===== config.mk =====
export PLATFORM = sky130hd
export DESIGN_NAME = sram_xfer_ctrl
export DESIGN_NICKNAME = d
export VERILOG_FILES = /design/src/rtl/sram_xfer_pkg.sv /design/src/rtl/sram_phase_timer.sv /design/src/rtl/sram_rd_capture.sv /design/src/rtl/sram_xfer_ctrl.sv
export SDC_FILE = /design/constraint.sdc
export NUM_CORES = 1
export LEC_CHECK = 0
export BUFFER_PORTS_ARGS = -buffer_cell sky130_fd_sc_hd__buf_2
export CAP_MARGIN = 40
export CORE_ASPECT_RATIO = 0.5
export CORE_MARGIN = 3
export CORE_UTILIZATION = 44
export DETAILED_ROUTE_END_ITERATION = 7
export MAX_ROUTING_LAYER = met4
export PLACE_DENSITY_LB_ADDON = 0.08
export SLEW_MARGIN = 10
export SYNTH_ARGS = -nofsm -noshare
export SYNTH_HDL_FRONTEND = slang
export SYNTH_SLANG_ARGS = --single-unit

===== constraint.sdc =====
create_clock -name clk -period 1.9 [get_ports clk]
set_clock_uncertainty 0.05 [all_clocks]
set_input_delay 0.095 -clock clk [delete_from_list [all_inputs] [get_ports clk]]
set_output_delay 0.095 -clock clk [all_outputs]
set_load 0.005 [all_outputs]

===== src/rtl/sram_xfer_pkg.sv =====
`timescale 1ns/1ps
package sram_xfer_pkg;

    typedef enum logic [2:0] {
        ST_IDLE,
        ST_RD_ACCESS,
        ST_TURN,
        ST_WR_SETUP,
        ST_WR_PULSE,
        ST_WR_HOLD
    } xfer_state_e;

    function automatic int ceil_div(input int num, input int den);
        return (num + den - 1) / den;
    endfunction

    // cycle/pulse/access minimum of the selected grade, in ns
    function automatic int grade_access_ns(input int grade);
        return (grade == 70) ? 70 : 55;
    endfunction

    // output float time after deselect or output disable, in ns
    function automatic int grade_float_ns(input int grade);
        return (grade == 70) ? 30 : 25;
    endfunction

    function automatic bool_sel(input xfer_state_e st);
        return (st == ST_RD_ACCESS) || (st == ST_WR_SETUP) ||
               (st == ST_WR_PULSE)  || (st == ST_WR_HOLD);
    endfunction

endpackage


===== src/rtl/sram_phase_timer.sv =====
`timescale 1ns/1ps
module sram_phase_timer #(
    parameter int W = 4
) (
    input  logic         clk,
    input  logic         rst_n,
    input  logic         load,
    input  logic [W-1:0] load_val,
    output logic         expired
);

    logic [W-1:0] cnt_q;

    always_ff @(posedge clk or negedge rst_n) begin
        if (!rst_n) begin
            cnt_q <= '0;
        end else if (load) begin
            cnt_q <= load_val;
        end else if (cnt_q != '0) begin
            cnt_q <= cnt_q - 1'b1;
        end
    end

    assign expired = (cnt_q == '0);

endmodule


===== src/rtl/sram_rd_capture.sv =====
`timescale 1ns/1ps
module sram_rd_capture #(
    parameter int DATA_W = 8
) (
    input  logic              clk,
    input  logic              rst_n,
    input  logic              capture,
    input  logic [DATA_W-1:0] din,
    output logic [DATA_W-1:0] dout
);

    always_ff @(posedge clk or negedge rst_n) begin
        if (!rst_n) begin
            dout <= '0;
        end else if (capture) begin
            dout <= din;
        end
    end

endmodule


===== src/rtl/sram_xfer_ctrl.sv =====
`timescale 1ns/1ps
module sram_xfer_ctrl
    import sram_xfer_pkg::*;
#(
    parameter int CLK_PERIOD_NS = 4,
    parameter int SPEED_GRADE   = 55,
    parameter int ADDR_W        = 17,
    parameter int DATA_W        = 8
) (
    input  logic              clk,
    input  logic              rst_n,
    input  logic              req_valid,
    input  logic              req_write,
    input  logic [ADDR_W-1:0] req_addr,
    input  logic [DATA_W-1:0] req_wdata,
    output logic              req_ready,
    output logic              rsp_valid,
    output logic [DATA_W-1:0] rsp_rdata,
    output logic [ADDR_W-1:0] mem_addr,
    output logic              mem_ce_n,
    output logic              mem_ce2,
    output logic              mem_we_n,
    output logic              mem_oe_n,
    output logic [DATA_W-1:0] mem_dq_out,
    output logic              mem_dq_oe,
    input  logic [DATA_W-1:0] mem_dq_in
);

    // Phase lengths in whole clocks, rounded up from the grade minimums
    localparam int RD_CYC  = ceil_div(grade_access_ns(SPEED_GRADE), CLK_PERIOD_NS);
    localparam int WP_CYC  = ceil_div(grade_access_ns(SPEED_GRADE), CLK_PERIOD_NS);
    localparam int FLT_CYC = ceil_div(grade_float_ns(SPEED_GRADE), CLK_PERIOD_NS);
    localparam int TMAX    = (RD_CYC > FLT_CYC) ? ((RD_CYC > WP_CYC) ? RD_CYC : WP_CYC)
                                                : ((FLT_CYC > WP_CYC) ? FLT_CYC : WP_CYC);
    localparam int CNT_W   = $clog2(TMAX + 1);

    xfer_state_e state_q, state_d;

    logic             accept;
    logic             ph_load;
    logic [CNT_W-1:0] ph_val;
    logic             ph_done;
    logic             rec_load;
    logic             rec_done;
    logic             cap;
    logic             done_d;

    // Phase length timer for read access and write strobe
    sram_phase_timer #(.W(CNT_W)) u_phase_tmr (
        .clk      (clk),
        .rst_n    (rst_n),
        .load     (ph_load),
        .load_val (ph_val),
        .expired  (ph_done)
    );

    // Bus float window started when a read releases the memory
    sram_phase_timer #(.W(CNT_W)) u_float_tmr (
        .clk      (clk),
        .rst_n    (rst_n),
        .load     (rec_load),
        .load_val (CNT_W'(FLT_CYC)),
        .expired  (rec_done)
    );

    sram_rd_capture #(.DATA_W(DATA_W)) u_rd_cap (
        .clk     (clk),
        .rst_n   (rst_n),
        .capture (cap),
        .din     (mem_dq_in),
        .dout    (rsp_rdata)
    );

    assign req_ready = (state_q == ST_IDLE);

    // Next state and phase control
    always_comb begin
        state_d  = state_q;
        accept   = 1'b0;
        ph_load  = 1'b0;
        ph_val   = '0;
        rec_load = 1'b0;
        cap      = 1'b0;
        done_d   = 1'b0;
        unique case (state_q)
            ST_IDLE: begin
                if (req_valid) begin
                    accept = 1'b1;
                    if (!req_write) begin
                        state_d = ST_RD_ACCESS;
                        ph_load = 1'b1;
                        ph_val  = CNT_W'(RD_CYC - 1);
                    end else if (rec_done) begin
                        state_d = ST_WR_SETUP;
                    end else begin
                        state_d = ST_TURN;
                    end
                end
            end
            ST_TURN: begin
                if (rec_done) begin
                    state_d = ST_WR_SETUP;
                end
            end
            ST_WR_SETUP: begin
                state_d = ST_WR_PULSE;
                ph_load = 1'b1;
                ph_val  = CNT_W'(WP_CYC - 1);
            end
            ST_WR_PULSE: begin
                if (ph_done) begin
                    state_d = ST_WR_HOLD;
                end
            end
            ST_WR_HOLD: begin
                state_d = ST_IDLE;
                done_d  = 1'b1;
            end
            ST_RD_ACCESS: begin
                if (ph_done) begin
                    state_d  = ST_IDLE;
                    cap      = 1'b1;
                    done_d   = 1'b1;
                    rec_load = 1'b1;
                end
            end
            default: state_d = ST_IDLE;
        endcase
    end

    // State register
    always_ff @(posedge clk or negedge rst_n) begin
        if (!rst_n) begin
            state_q <= ST_IDLE;
        end else begin
            state_q <= state_d;
        end
    end

    // Registered pin outputs, decoded from the next state
    always_ff @(posedge clk or negedge rst_n) begin
        if (!rst_n) begin
            mem_ce_n   <= 1'b1;
            mem_ce2    <= 1'b0;
            mem_we_n   <= 1'b1;
            mem_oe_n   <= 1'b1;
            mem_dq_oe  <= 1'b0;
            mem_addr   <= '0;
            mem_dq_out <= '0;
            rsp_valid  <= 1'b0;
        end else begin
            mem_ce_n  <= !bool_sel(state_d);
            mem_ce2   <= bool_sel(state_d);
            mem_we_n  <= (state_d != ST_WR_PULSE);
            mem_oe_n  <= (state_d != ST_RD_ACCESS);
            mem_dq_oe <= (state_d == ST_WR_PULSE) || (state_d == ST_WR_HOLD);
            rsp_valid <= done_d;
            if (accept) begin
                mem_addr   <= req_addr;
                mem_dq_out <= req_wdata;
            end
        end
    end

endmodule


==> results of run 1 <==
==> metal layers <==
| metal | share of wire (%) | vias up | global-route usage, % |
|---|---|---|---|
| met4 | 1.1 | 0 | 6.18 |
| met5 | 0 | - | - |
| li1 | - | 894 | - |
| met2 | 47 | 70 | 33.1 |
| met3 | 7.1 | 7 | 6.03 |
| met1 | 45 | 860 | 22.4 |
==> layout make-up <==
type | count | area (µm²) | share of cell area [%]
repair buffers | 126 | 853 | 27.3
well taps | 66 | 82.6 | 2.64
multi-input cells | 136 | 802 | 25.6
clock inverters | 3 | 40.0 | 1.28
inverters | 7 | 26.3 | 0.840
flip-flops and latches | 50 | 1250 | 40.1
clock buffers | 5 | 68.8 | 2.20
==> per-stage QoR <==
stage | cells | hold WS [ns] | power (mW) | utilization [%] | setup WS (ns)
after floorplan | 202 | -0.251 | 2.98 | - | -0.149
after global placement | 344 | 0.0199 | 3.69 | 57.8 | 0.00651
after detailed placement | 344 | 0.0225 | 3.74 | 57.8 | -0.0502
after CTS | 390 | 0.0390 | 4.60 | 68.6 | -0.0289
after global routing | 393 | 0.0794 | 5.05 | 69.4 | -0.0286
final | 393 | 0.0477 | 4.66 | 69.4 | 0.00795
==> critical path, cell delays in order (launching register included) <==
cell,delay (ns)
dfrtp_1,0.40
inv_2,0.08
ha_4,0.13
or3b_4,0.39
or3_4,0.41
mux2_4,0.32
==> sequential cells by signal, summed over array words and instances, names as in the netlist <==
signal and count:
mem_dq_out 8, rsp_valid 1, u_float_tmr.cnt_q 4, state_q 3, u_phase_tmr.cnt_q 4, u_rd_cap.dout 8, mem_ce_n 1, mem_addr 17
mem_dq_oe 1, mem_ce2 1, mem_oe_n 1, mem_we_n 1
==> power by group through the flow <==
stage	logic, mW	registers, mW	clock network [mW]
3_3_place_gp	1.78	1.91	0
3_5_place_dp	1.83	1.91	0
5_1_grt	2.28	1.98	0.792
6_report	2.02	1.91	0.729
4_1_cts	1.95	1.90	0.763
2_1_floorplan	1.08	1.90	0
==> worst max path at each step <==
stage	slack [ns]	to	start	depth (start not counted)
after detailed placement	-0.05	u_rd_cap.dout[4]	u_phase_tmr.cnt_q[1]	5
after global placement	0.007	u_rd_cap.dout[6]	u_phase_tmr.cnt_q[1]	5
after CTS	-0.03	u_rd_cap.dout[4]	u_phase_tmr.cnt_q[1]	5
final	0.008	u_rd_cap.dout[4]	u_phase_tmr.cnt_q[1]	5
after floorplan	-0.15	u_rd_cap.dout[2]	u_phase_tmr.cnt_q[0]	7
after global routing	-0.03	u_rd_cap.dout[4]	u_phase_tmr.cnt_q[1]	5
==> repair_timing <==
item | CTS | global route
pin swaps | 1 | 2
buffers inserted | 3 | 3
resized for setup | 3 | 5
endpoints found under the setup margin | 9 | 11
hold buffers | 34 | 0
cloned | 1 | 0
endpoints found under the hold margin | 52 | 0
==> cells by family (layout without fill, tap and decap cells) <==
| group | after synthesis | in the layout | synth area share, % |
|---|---|---|---|
| compound gates | 12 | 12 | 4.40 |
| buf+inv | 17 | 141 | 4.22 |
| xor+xnor | 3 | 3 | 1.25 |
| mux | 10 | 10 | 6.36 |
| simple gates | 108 | 109 | 23.0 |
| flops | 50 | 50 | 59.6 |
| fa+ha+maj | 2 | 2 | 1.19 |
==> layout by cell type (no fill, tap or decap), types with 3 or more instances in the layout <==
cell type and n:
nand2_1 83, mux2_4 6, mux2_2 3, inv_1 4
nor2_1 5, dfrtp_1 47, nand2b_1 5, clkbuf_8 5
inv_2 3, buf_4 15, dfstp_2 3, dlygate4sd3_1 34
buf_2 76
==> results.sh, run 1 <==
export IMPL_finalHoldViolations=0
export IMPL_peakVddDrop_mv=0.888
export IMPL_pwr_share_comb_pct=43.3
export IMPL_fin_setup_tns_ns=0
export IMPL_cap_violations=0
export IMPL_synth_area_leaders="dfrtp_1 (56%), nand2_1 (15%), mux2_4 (4.3%)"
export IMPL_grt_use_total_pct=19.2
export IMPL_clk_latency_ns=0.30
export IMPL_routabilityCongestion=0.769
export IMPL_place_area_um2=2610
export IMPL_grt_pass1_wl_um=8290
export IMPL_coreArea_um2=4510
export IMPL_ys_warn_count=0
export IMPL_synth_top_area_share_pct=55.9
export IMPL_synth_flop_cell="dfrtp_1"
export IMPL_yosysMostFrequentCell="nand2_1"
export IMPL_arrival_ns=2.03
export IMPL_pwr_share_clk_pct=15.6
export IMPL_worst_pin_slew_ns=0.451
export IMPL_drive_above_1_share_pct=38.2
export IMPL_leakagePower_nw=1.68
export IMPL_cts_buffers=5
export IMPL_first_pass_iters=4
export IMPL_seq_power_share_pct=41.0
export IMPL_clock_sinks=50
export IMPL_swShare_pct=34.3
export IMPL_synth_top_cell_by_area="dfrtp_1"
export IMPL_crit_path_max_fanout=5
export IMPL_drcViolationCount=0
export IMPL_row_count=17
export IMPL_cp_required_ns=2.04
export IMPL_end_kind="flop"
export IMPL_powerDensity_nw_per_um2=1490
export IMPL_cts_root_buf="clkbuf_8"
export IMPL_cts_max_path_buffers=2
export IMPL_io_pin_count=77
export IMPL_htreeDepth=2
export IMPL_syn_nets=241
export IMPL_r2r_end="u_rd_cap.dout[4]"
export IMPL_antenna_found_initial=0
export IMPL_final_area_um2=3130
export IMPL_p_switching_mw=1.60
export IMPL_place_hpwl_um=3160
export IMPL_min_path_type="primary input to flop"
export IMPL_die_area_um2=5700
export IMPL_path_class="flop to flop"
export IMPL_synth_cell_type_count=35
export IMPL_period_minus_slack_ns=1.89
export IMPL_ys_seq_area_share_pct=59.6
export IMPL_syn_avg_cell_area_um2=10.4
export IMPL_synth_common_cells="nand2_1 (83), dfrtp_1 (47), inv_1 (7)"
export IMPL_clk_pin_slew_worst_paths_ns=0.09
export IMPL_p_int_mw=3.06
export IMPL_ys_seq_elements=50
export IMPL_wl_um=5040
export IMPL_area_delta_synth_final_pct=48.5
export IMPL_rsz0062_at_grt="yes"
export IMPL_detail_route_wl_per_cell_um=12.8
export IMPL_synthCells=202
export IMPL_drt_initial_drc_count=66
export IMPL_min_to="state_q[1]"
export IMPL_slew_violations=0
export IMPL_vias_per_cell=4.66
export IMPL_reg2reg_slack_ns=0.008
export IMPL_async_flop_share_pct=100
export IMPL_r2r_start="u_phase_tmr.cnt_q[1]"
export IMPL_die_h_um=54.9
export IMPL_grt_max_degree=32
export IMPL_die_w_um=104
export IMPL_nets=365
export IMPL_overflow=0
export IMPL_synth_edf_count=0
export IMPL_antennaDiodeCount=0
export IMPL_vias=1831
export IMPL_run_status="finished, final reports clean"
export IMPL_hold_path_depth=3
export IMPL_min_delay_start="req_write"
export IMPL_cts_tree="yes"
export IMPL_worstSetupStartpointType="flop"
export IMPL_max_freq_ghz=0.529
export IMPL_ant_nets=0
export IMPL_fill_cells=335
export IMPL_syn_cell_area_um2=2110
export IMPL_ff2ff_path_depth=5
export IMPL_grt_pass1_vias=1760
export IMPL_min_period_over_period_pct=99.6
export IMPL_io_buffers=76
export IMPL_start_util_pct=46.7
export IMPL_slew_headroom_pct=69.9
export IMPL_setup_viol=0
No activity file was read; power rests on OpenSTA's default activity.
==> inputs of run 2 (changes only) <==
--- a/config.mk
+++ b/config.mk
@@ -12,7 +12,7 @@
 export CORE_UTILIZATION = 44
 export DETAILED_ROUTE_END_ITERATION = 7
 export MAX_ROUTING_LAYER = met4
-export PLACE_DENSITY_LB_ADDON = 0.08
+export PLACE_DENSITY = 0.8
 export SLEW_MARGIN = 10
 export SYNTH_ARGS = -nofsm -noshare
 export SYNTH_HDL_FRONTEND = slang
==> run 2 against run 1 <==
Against the previous run:
- the run now ends with setup timing left
- core utilization shrank 0.25 points
- first-iteration DRC count increased by 41%
- combinational power up 3%
- worst hold slack lost 0.015 ns
- final cell count is the same
- register-to-register slack worse by 0.04 ns
- die area unchanged
- critical path type unchanged
- critical endpoint is now u_rd_cap.dout[7]
==> results.sh, run 2 (synthesis gave the netlist of run 1 again) <==
export IMPL_die_w_um=104
export IMPL_final_common_cell="nand2_1"
export IMPL_min_period_over_period_pct=102
export IMPL_die_h_um=54.9
export IMPL_grt_max_degree=51
export IMPL_r2r_start="u_phase_tmr.cnt_q[1]"
export IMPL_critical_path_slowest_cell="or3_4"
export IMPL_powerDensity_nw_per_um2=1540
export IMPL_clock_sinks=50
export IMPL_first_pass_iters=4
export IMPL_row_count=17
export IMPL_end_kind="flop"
export IMPL_grt_pass1_wl_um=8380
export IMPL_vias_per_cell=4.90
export IMPL_cts_tree="yes"
export IMPL_r2r_end="u_rd_cap.dout[7]"
export IMPL_run_status="complete, but fails checks"
export IMPL_crit_start="u_phase_tmr.cnt_q[1]"
export IMPL_worstSetupStartpointType="flop"
export IMPL_cts_max_path_buffers=2
export IMPL_die_area_um2=5700
export IMPL_io_pin_count=77
export IMPL_crit_buf_inv=1
export IMPL_finalHoldViolations=0
export IMPL_vias=1926
export IMPL_reg2reg_slack_ns=-0.03
export IMPL_antenna_found_initial=0
export IMPL_detail_route_wl_per_cell_um=15.2
export IMPL_rsz0062_at_grt="yes"
export IMPL_slew_violations=0
export IMPL_coreArea_um2=4510
export IMPL_cts_root_buf="clkbuf_8"
export IMPL_fin_setup_tns_ns=-0.140
export IMPL_htreeDepth=2
export IMPL_overflow=0
export IMPL_cap_violations=0
export IMPL_antennaDiodeCount=0
export IMPL_timing_hold_ws_ns=0.0326
export IMPL_max_freq_ghz=0.518
export IMPL_top_register="mem_addr"
export IMPL_path_class="flop to flop"
export IMPL_final_util_pct=69.1
export IMPL_slew_headroom_pct=59.2
export IMPL_largest_reg_flops=17
export IMPL_grt_pass1_vias=1779
export IMPL_critical_path_top_delay_family="simple AND/OR/NAND/NOR gates"
export IMPL_largestRegisters="mem_addr (17), mem_dq_out (8), u_rd_cap.dout (8)"
export IMPL_path_cells="inv_2 -> ha_4 -> or3b_4 -> or3_4 -> mux2_4"
export IMPL_drive_above_1_share_pct=37.9
export IMPL_peakVddDrop_mv=0.617
export IMPL_worstSetupPathDepth=5
export IMPL_cp_required_ns=2.05
export IMPL_crit_path_max_fanout=5
export IMPL_start_util_pct=46.7
export IMPL_drcViolationCount=0
export IMPL_setup_viol=5
export IMPL_area_delta_synth_final_pct=48.0
export IMPL_clk_pin_slew_worst_paths_ns=0.10
export IMPL_ff2ff_path_depth=5
export IMPL_nets=365
export IMPL_min_path_type="primary input to flop"
export IMPL_grt_use_total_pct=19.8
export IMPL_worst_pin_slew_ns=0.612
export IMPL_drt_initial_drc_count=93
export IMPL_clk_latency_ns=0.31
export IMPL_leakagePower_nw=1.66
export IMPL_layout_common_cells="nand2_1 (83), buf_2 (76), dfrtp_1 (47)"
export IMPL_period_minus_slack_ns=1.93
export IMPL_place_hpwl_um=3160
export IMPL_io_buffers=76
export IMPL_cp_endpoint="u_rd_cap.dout[7]"
export IMPL_wl_um=5970
export IMPL_violations="setup timing"
export IMPL_slowest_delay_ns=0.45
export IMPL_ant_nets=0
export IMPL_arrival_ns=2.09
export IMPL_cts_buffers=5
export IMPL_routabilityCongestion=0.731
export IMPL_setup_ws_ns=-0.0316
export IMPL_place_ws_ns=-0.0560
[run 2: cell count changes in the layout (fill, tap and decap cells not counted), sizes merged]
cell,change
clkinv,-2
clkbuf,+1
clkinvlp,+1
[run 2: power by group]
part,internal (mW),switching (mW),leakage (nW)
Clock,0.393,0.377,0.0514
Combinational,1.08,1.02,1.01
Sequential,1.59,0.348,0.607
[run 2: metrics by stage]
step | cells | power (mW) | instance area, µm²
floorplan | 202 | 2.98 | 2110
global placement | 345 | 3.66 | 2600
detailed placement | 345 | 3.76 | 2600
CTS | 390 | 4.61 | 3080
global route | 393 | 5.13 | 3120
finish | 393 | 4.81 | 3120
[run 2: how the worst min path moves through the flow]
stage | startpoint | depth (start not counted) | end | slack [ns]
finish | req_write | 3 | state_q[1] | 0.03
global route | req_write | 3 | state_q[1] | 0.08
CTS | req_write | 3 | state_q[1] | 0.03
detailed placement | rst_n | 2 | mem_addr[16] | 0.20
global placement | rst_n | 2 | mem_dq_out[7] | 0.18
floorplan | rst_n | 0 | mem_addr[0] | -0.25
[run 2: what timing repair did]
item	CTS	global route
setup endpoints to repair	6	10
gates resized for setup	3	5
setup buffers	3	2
cloned	0	1
endpoints found under the hold margin	80	0
pin swaps	2	4
hold buffers	34	0
[run 2: cell type report]
type                    count  area (µm²)
clock buffers               6        72.6
clock inverters             2        37.5
well taps                  66        82.6
fillers                   319        1390
multi-input cells         136         802
repair buffers            126         841
inverters                   7        26.3
flip-flops and latches     50        1250
[run 2: worst register-to-register path, delay by kind of cell (launching register included)]
family                   cells  cell delay, ns
flip-flops                   1            0.41
buffers and inverters        1            0.07
multiplexers                 1            0.32
AND/OR/NAND/NOR              2            0.85
adder cells (fa/ha/maj)      1            0.13
[run 2: routing by layer]
| layer | track usage [%] | vias up | wire length [µm] |
|---|---|---|---|
| li1 | - | 896 | - |
| met1 | 22.5 | 920 | 2310 |
| met2 | 35.8 | 86 | 3110 |
| met3 | 5.21 | 24 | 318 |
| met4 | 6.62 | 0 | 231 |
| met5 | - | - | 0 |
==> inputs of run 3 (changes only) <==
==> constraint.sdc (replaced) <==
create_clock -name clk -period 1.9 [get_ports clk]
set_clock_uncertainty 0.05 [all_clocks]
set_input_delay 0.38 -clock clk [delete_from_list [all_inputs] [get_ports clk]]
set_output_delay 0.38 -clock clk [all_outputs]
set_load 0.005 [all_outputs]
==> run 3 against run 2 <==
Against the previous run:
- the run ends with hold timing, setup timing left
- worst hold slack worse by 0.043 ns
- register-to-register slack better by 0.02 ns
- clock power down 1%
- critical path type unchanged
==> results.sh, run 3 (synthesis gave the netlist of run 1 again) <==
export IMPL_die_area_um2=5700
export IMPL_slew_headroom_pct=73.1
export IMPL_ff2ff_path_depth=5
export IMPL_swShare_pct=34.7
export IMPL_place_hpwl_um=3210
export IMPL_cts_root_buf="clkbuf_8"
export IMPL_routabilityCongestion=0.731
export IMPL_largestRegisters="mem_addr (17), mem_dq_out (8), u_rd_cap.dout (8)"
export IMPL_period_minus_slack_ns=1.92
export IMPL_grt_max_degree=51
export IMPL_seq_power_share_pct=42.0
export IMPL_crit_path_max_fanout=6
export IMPL_row_count=17
export IMPL_grt_pass1_vias=1478
export IMPL_overflow=0
export IMPL_p_switching_mw=1.58
export IMPL_first_pass_iters=4
export IMPL_finalNonFillerCells=355
export IMPL_worstSetupPathDepth=5
export IMPL_antennaDiodeCount=0
export IMPL_r2r_start="u_phase_tmr.cnt_q[0]"
export IMPL_die_w_um=104
export IMPL_crit_start="u_phase_tmr.cnt_q[0]"
export IMPL_place_area_um2=2610
export IMPL_final_common_cell="nand2_1"
export IMPL_wl_um=4460
export IMPL_arrival_ns=2.06
export IMPL_ant_nets=0
export IMPL_clk_pin_slew_worst_paths_ns=0.10
export IMPL_run_status="complete, but fails checks"
export IMPL_cp_endpoint="u_rd_cap.dout[7]"
export IMPL_path_cells="inv_2 -> ha_4 -> or3b_4 -> or3_4 -> mux2_4"
export IMPL_finalHoldViolations=15
export IMPL_layout_common_cells="nand2_1 (83), buf_2 (76), dfrtp_1 (47)"
export IMPL_io_pin_count=77
export IMPL_clk_latency_ns=0.31
export IMPL_grt_use_total_pct=15.5
export IMPL_grt_pass1_wl_um=6790
export IMPL_critical_path_top_delay_family="simple AND/OR/NAND/NOR gates"
export IMPL_cts_max_path_buffers=2
export IMPL_path_class="flop to flop"
export IMPL_setup_viol=6
export IMPL_violations="hold timing, setup timing"
export IMPL_antenna_found_initial=0
export IMPL_area_delta_synth_final_pct=31.2
export IMPL_setup_ws_ns=-0.0161
export IMPL_start_util_pct=46.7
export IMPL_rsz0062_at_grt="yes"
export IMPL_min_period_over_period_pct=101
export IMPL_drt_initial_drc_count=50
export IMPL_detail_route_wl_per_cell_um=12.6
export IMPL_critical_path_slowest_cell="or3_4"
export IMPL_dpl_cell_count=344
export IMPL_die_h_um=54.9
export IMPL_min_path_type="primary input to asynchronous set/reset pin"
export IMPL_clock_sinks=50
export IMPL_peakVddDrop_mv=0.563
export IMPL_io_buffers=76
export IMPL_r2r_end="u_rd_cap.dout[7]"
export IMPL_cp_required_ns=2.05
export IMPL_worstSetupStartpointType="flop"
export IMPL_pwr_share_comb_pct=41.3
export IMPL_drive_above_1_share_pct=41.9
export IMPL_top_register="mem_addr"
export IMPL_crit_buf_inv=1
export IMPL_powerDensity_nw_per_um2=1650
export IMPL_htreeDepth=2
export IMPL_pwr_share_clk_pct=16.7
export IMPL_max_freq_ghz=0.522
export IMPL_cts_buffers=5
export IMPL_slew_violations=0
export IMPL_leakagePower_nw=1.51
export IMPL_worst_pin_slew_ns=0.403
export IMPL_coreArea_um2=4510
export IMPL_drcViolationCount=0
export IMPL_vias=1627
export IMPL_p_int_mw=2.97
export IMPL_timing_hold_ws_ns=-0.0108
export IMPL_end_kind="flop"
export IMPL_nets=327
export IMPL_cts_tree="yes"
export IMPL_reg2reg_slack_ns=-0.02
export IMPL_largest_reg_flops=17
export IMPL_slowest_delay_ns=0.45
export IMPL_cap_violations=0
export IMPL_vias_per_cell=4.58
export IMPL_final_area_um2=2760
run 3: cell types whose count changed in the layout (fill, tap and decap cells not counted):
cell           before  now
buf_4              16   11
buf_12              0    1
clkinvlp_4          1    2
clkbuf_1            1    0
dlygate4sd3_1      34    0
run 3: worst min path at each step:
stage                   to  cells past startpoint  slack [ns]
3_3_place_gp   mem_addr[8]                      2        0.33
6_report       mem_addr[7]                      2       -0.01
4_1_cts        mem_addr[1]                      2       0.008
3_5_place_dp   mem_addr[7]                      2        0.35
5_1_grt        mem_addr[4]                      2       0.009
2_1_floorplan  mem_addr[0]                      0        0.03
run 3: repair_timing:
item / in CTS / in global routing
endpoints found under the setup margin: 7 / 11
resized for setup: 3 / 5
hold buffers: 0 / 0
pin swaps: 2 / 3
buffers inserted: 1 / 1
gates cloned: 0 / 1
run 3: power by group through the flow:
stage,clock network (mW),logic (mW),registers (mW)
6_report,0.762,1.88,1.91
5_1_grt,0.820,2.12,1.98
4_1_cts,0.773,1.86,1.90
3_5_place_dp,0,1.84,1.92
3_3_place_gp,0,1.74,1.90
2_1_floorplan,0,1.08,1.90
run 3: layer usage:
| layer | global-route usage [%] | vias up | part of all wire [%] |
|---|---|---|---|
| li1 | - | 817 | - |
| met5 | - | - | 0 |
| met3 | 3.82 | 7 | 3.3 |
| met4 | 5.74 | 0 | 1.3 |
| met1 | 18.7 | 768 | 44 |
| met2 | 26.2 | 35 | 51 |
run 3: layout make-up:
type / instances / area, µm²
Tap cell: 66 / 82.6
Inverter: 7 / 26.3
Multi-Input combinational cell: 136 / 802
Sequential cell: 50 / 1250
Clock inverter: 3 / 45.0
Timing Repair Buffer: 88 / 483
Fill cell: 375 / 1750
Clock buffer: 5 / 68.8
run 3: worst reg2reg max path, delay by kind of cell (launching register included):
kind | cells | cell delay (ns)
simple gates | 2 | 0.84
flops | 1 | 0.40
mux | 1 | 0.32
fa+ha+maj | 1 | 0.13
buf+inv | 1 | 0.07
run 3: through the flow:
stage	TNS (ns)	power, mW	setup WS, ns	util, %
after floorplan	-0.893	2.98	-0.149	-
after global placement	0	3.65	0.0187	57.8
after detailed placement	-0.0750	3.75	-0.0320	57.8
after CTS	-0.127	4.54	-0.0227	60.6
after global routing	-0.383	4.92	-0.0668	61.3
final	-0.0905	4.55	-0.0161	61.3
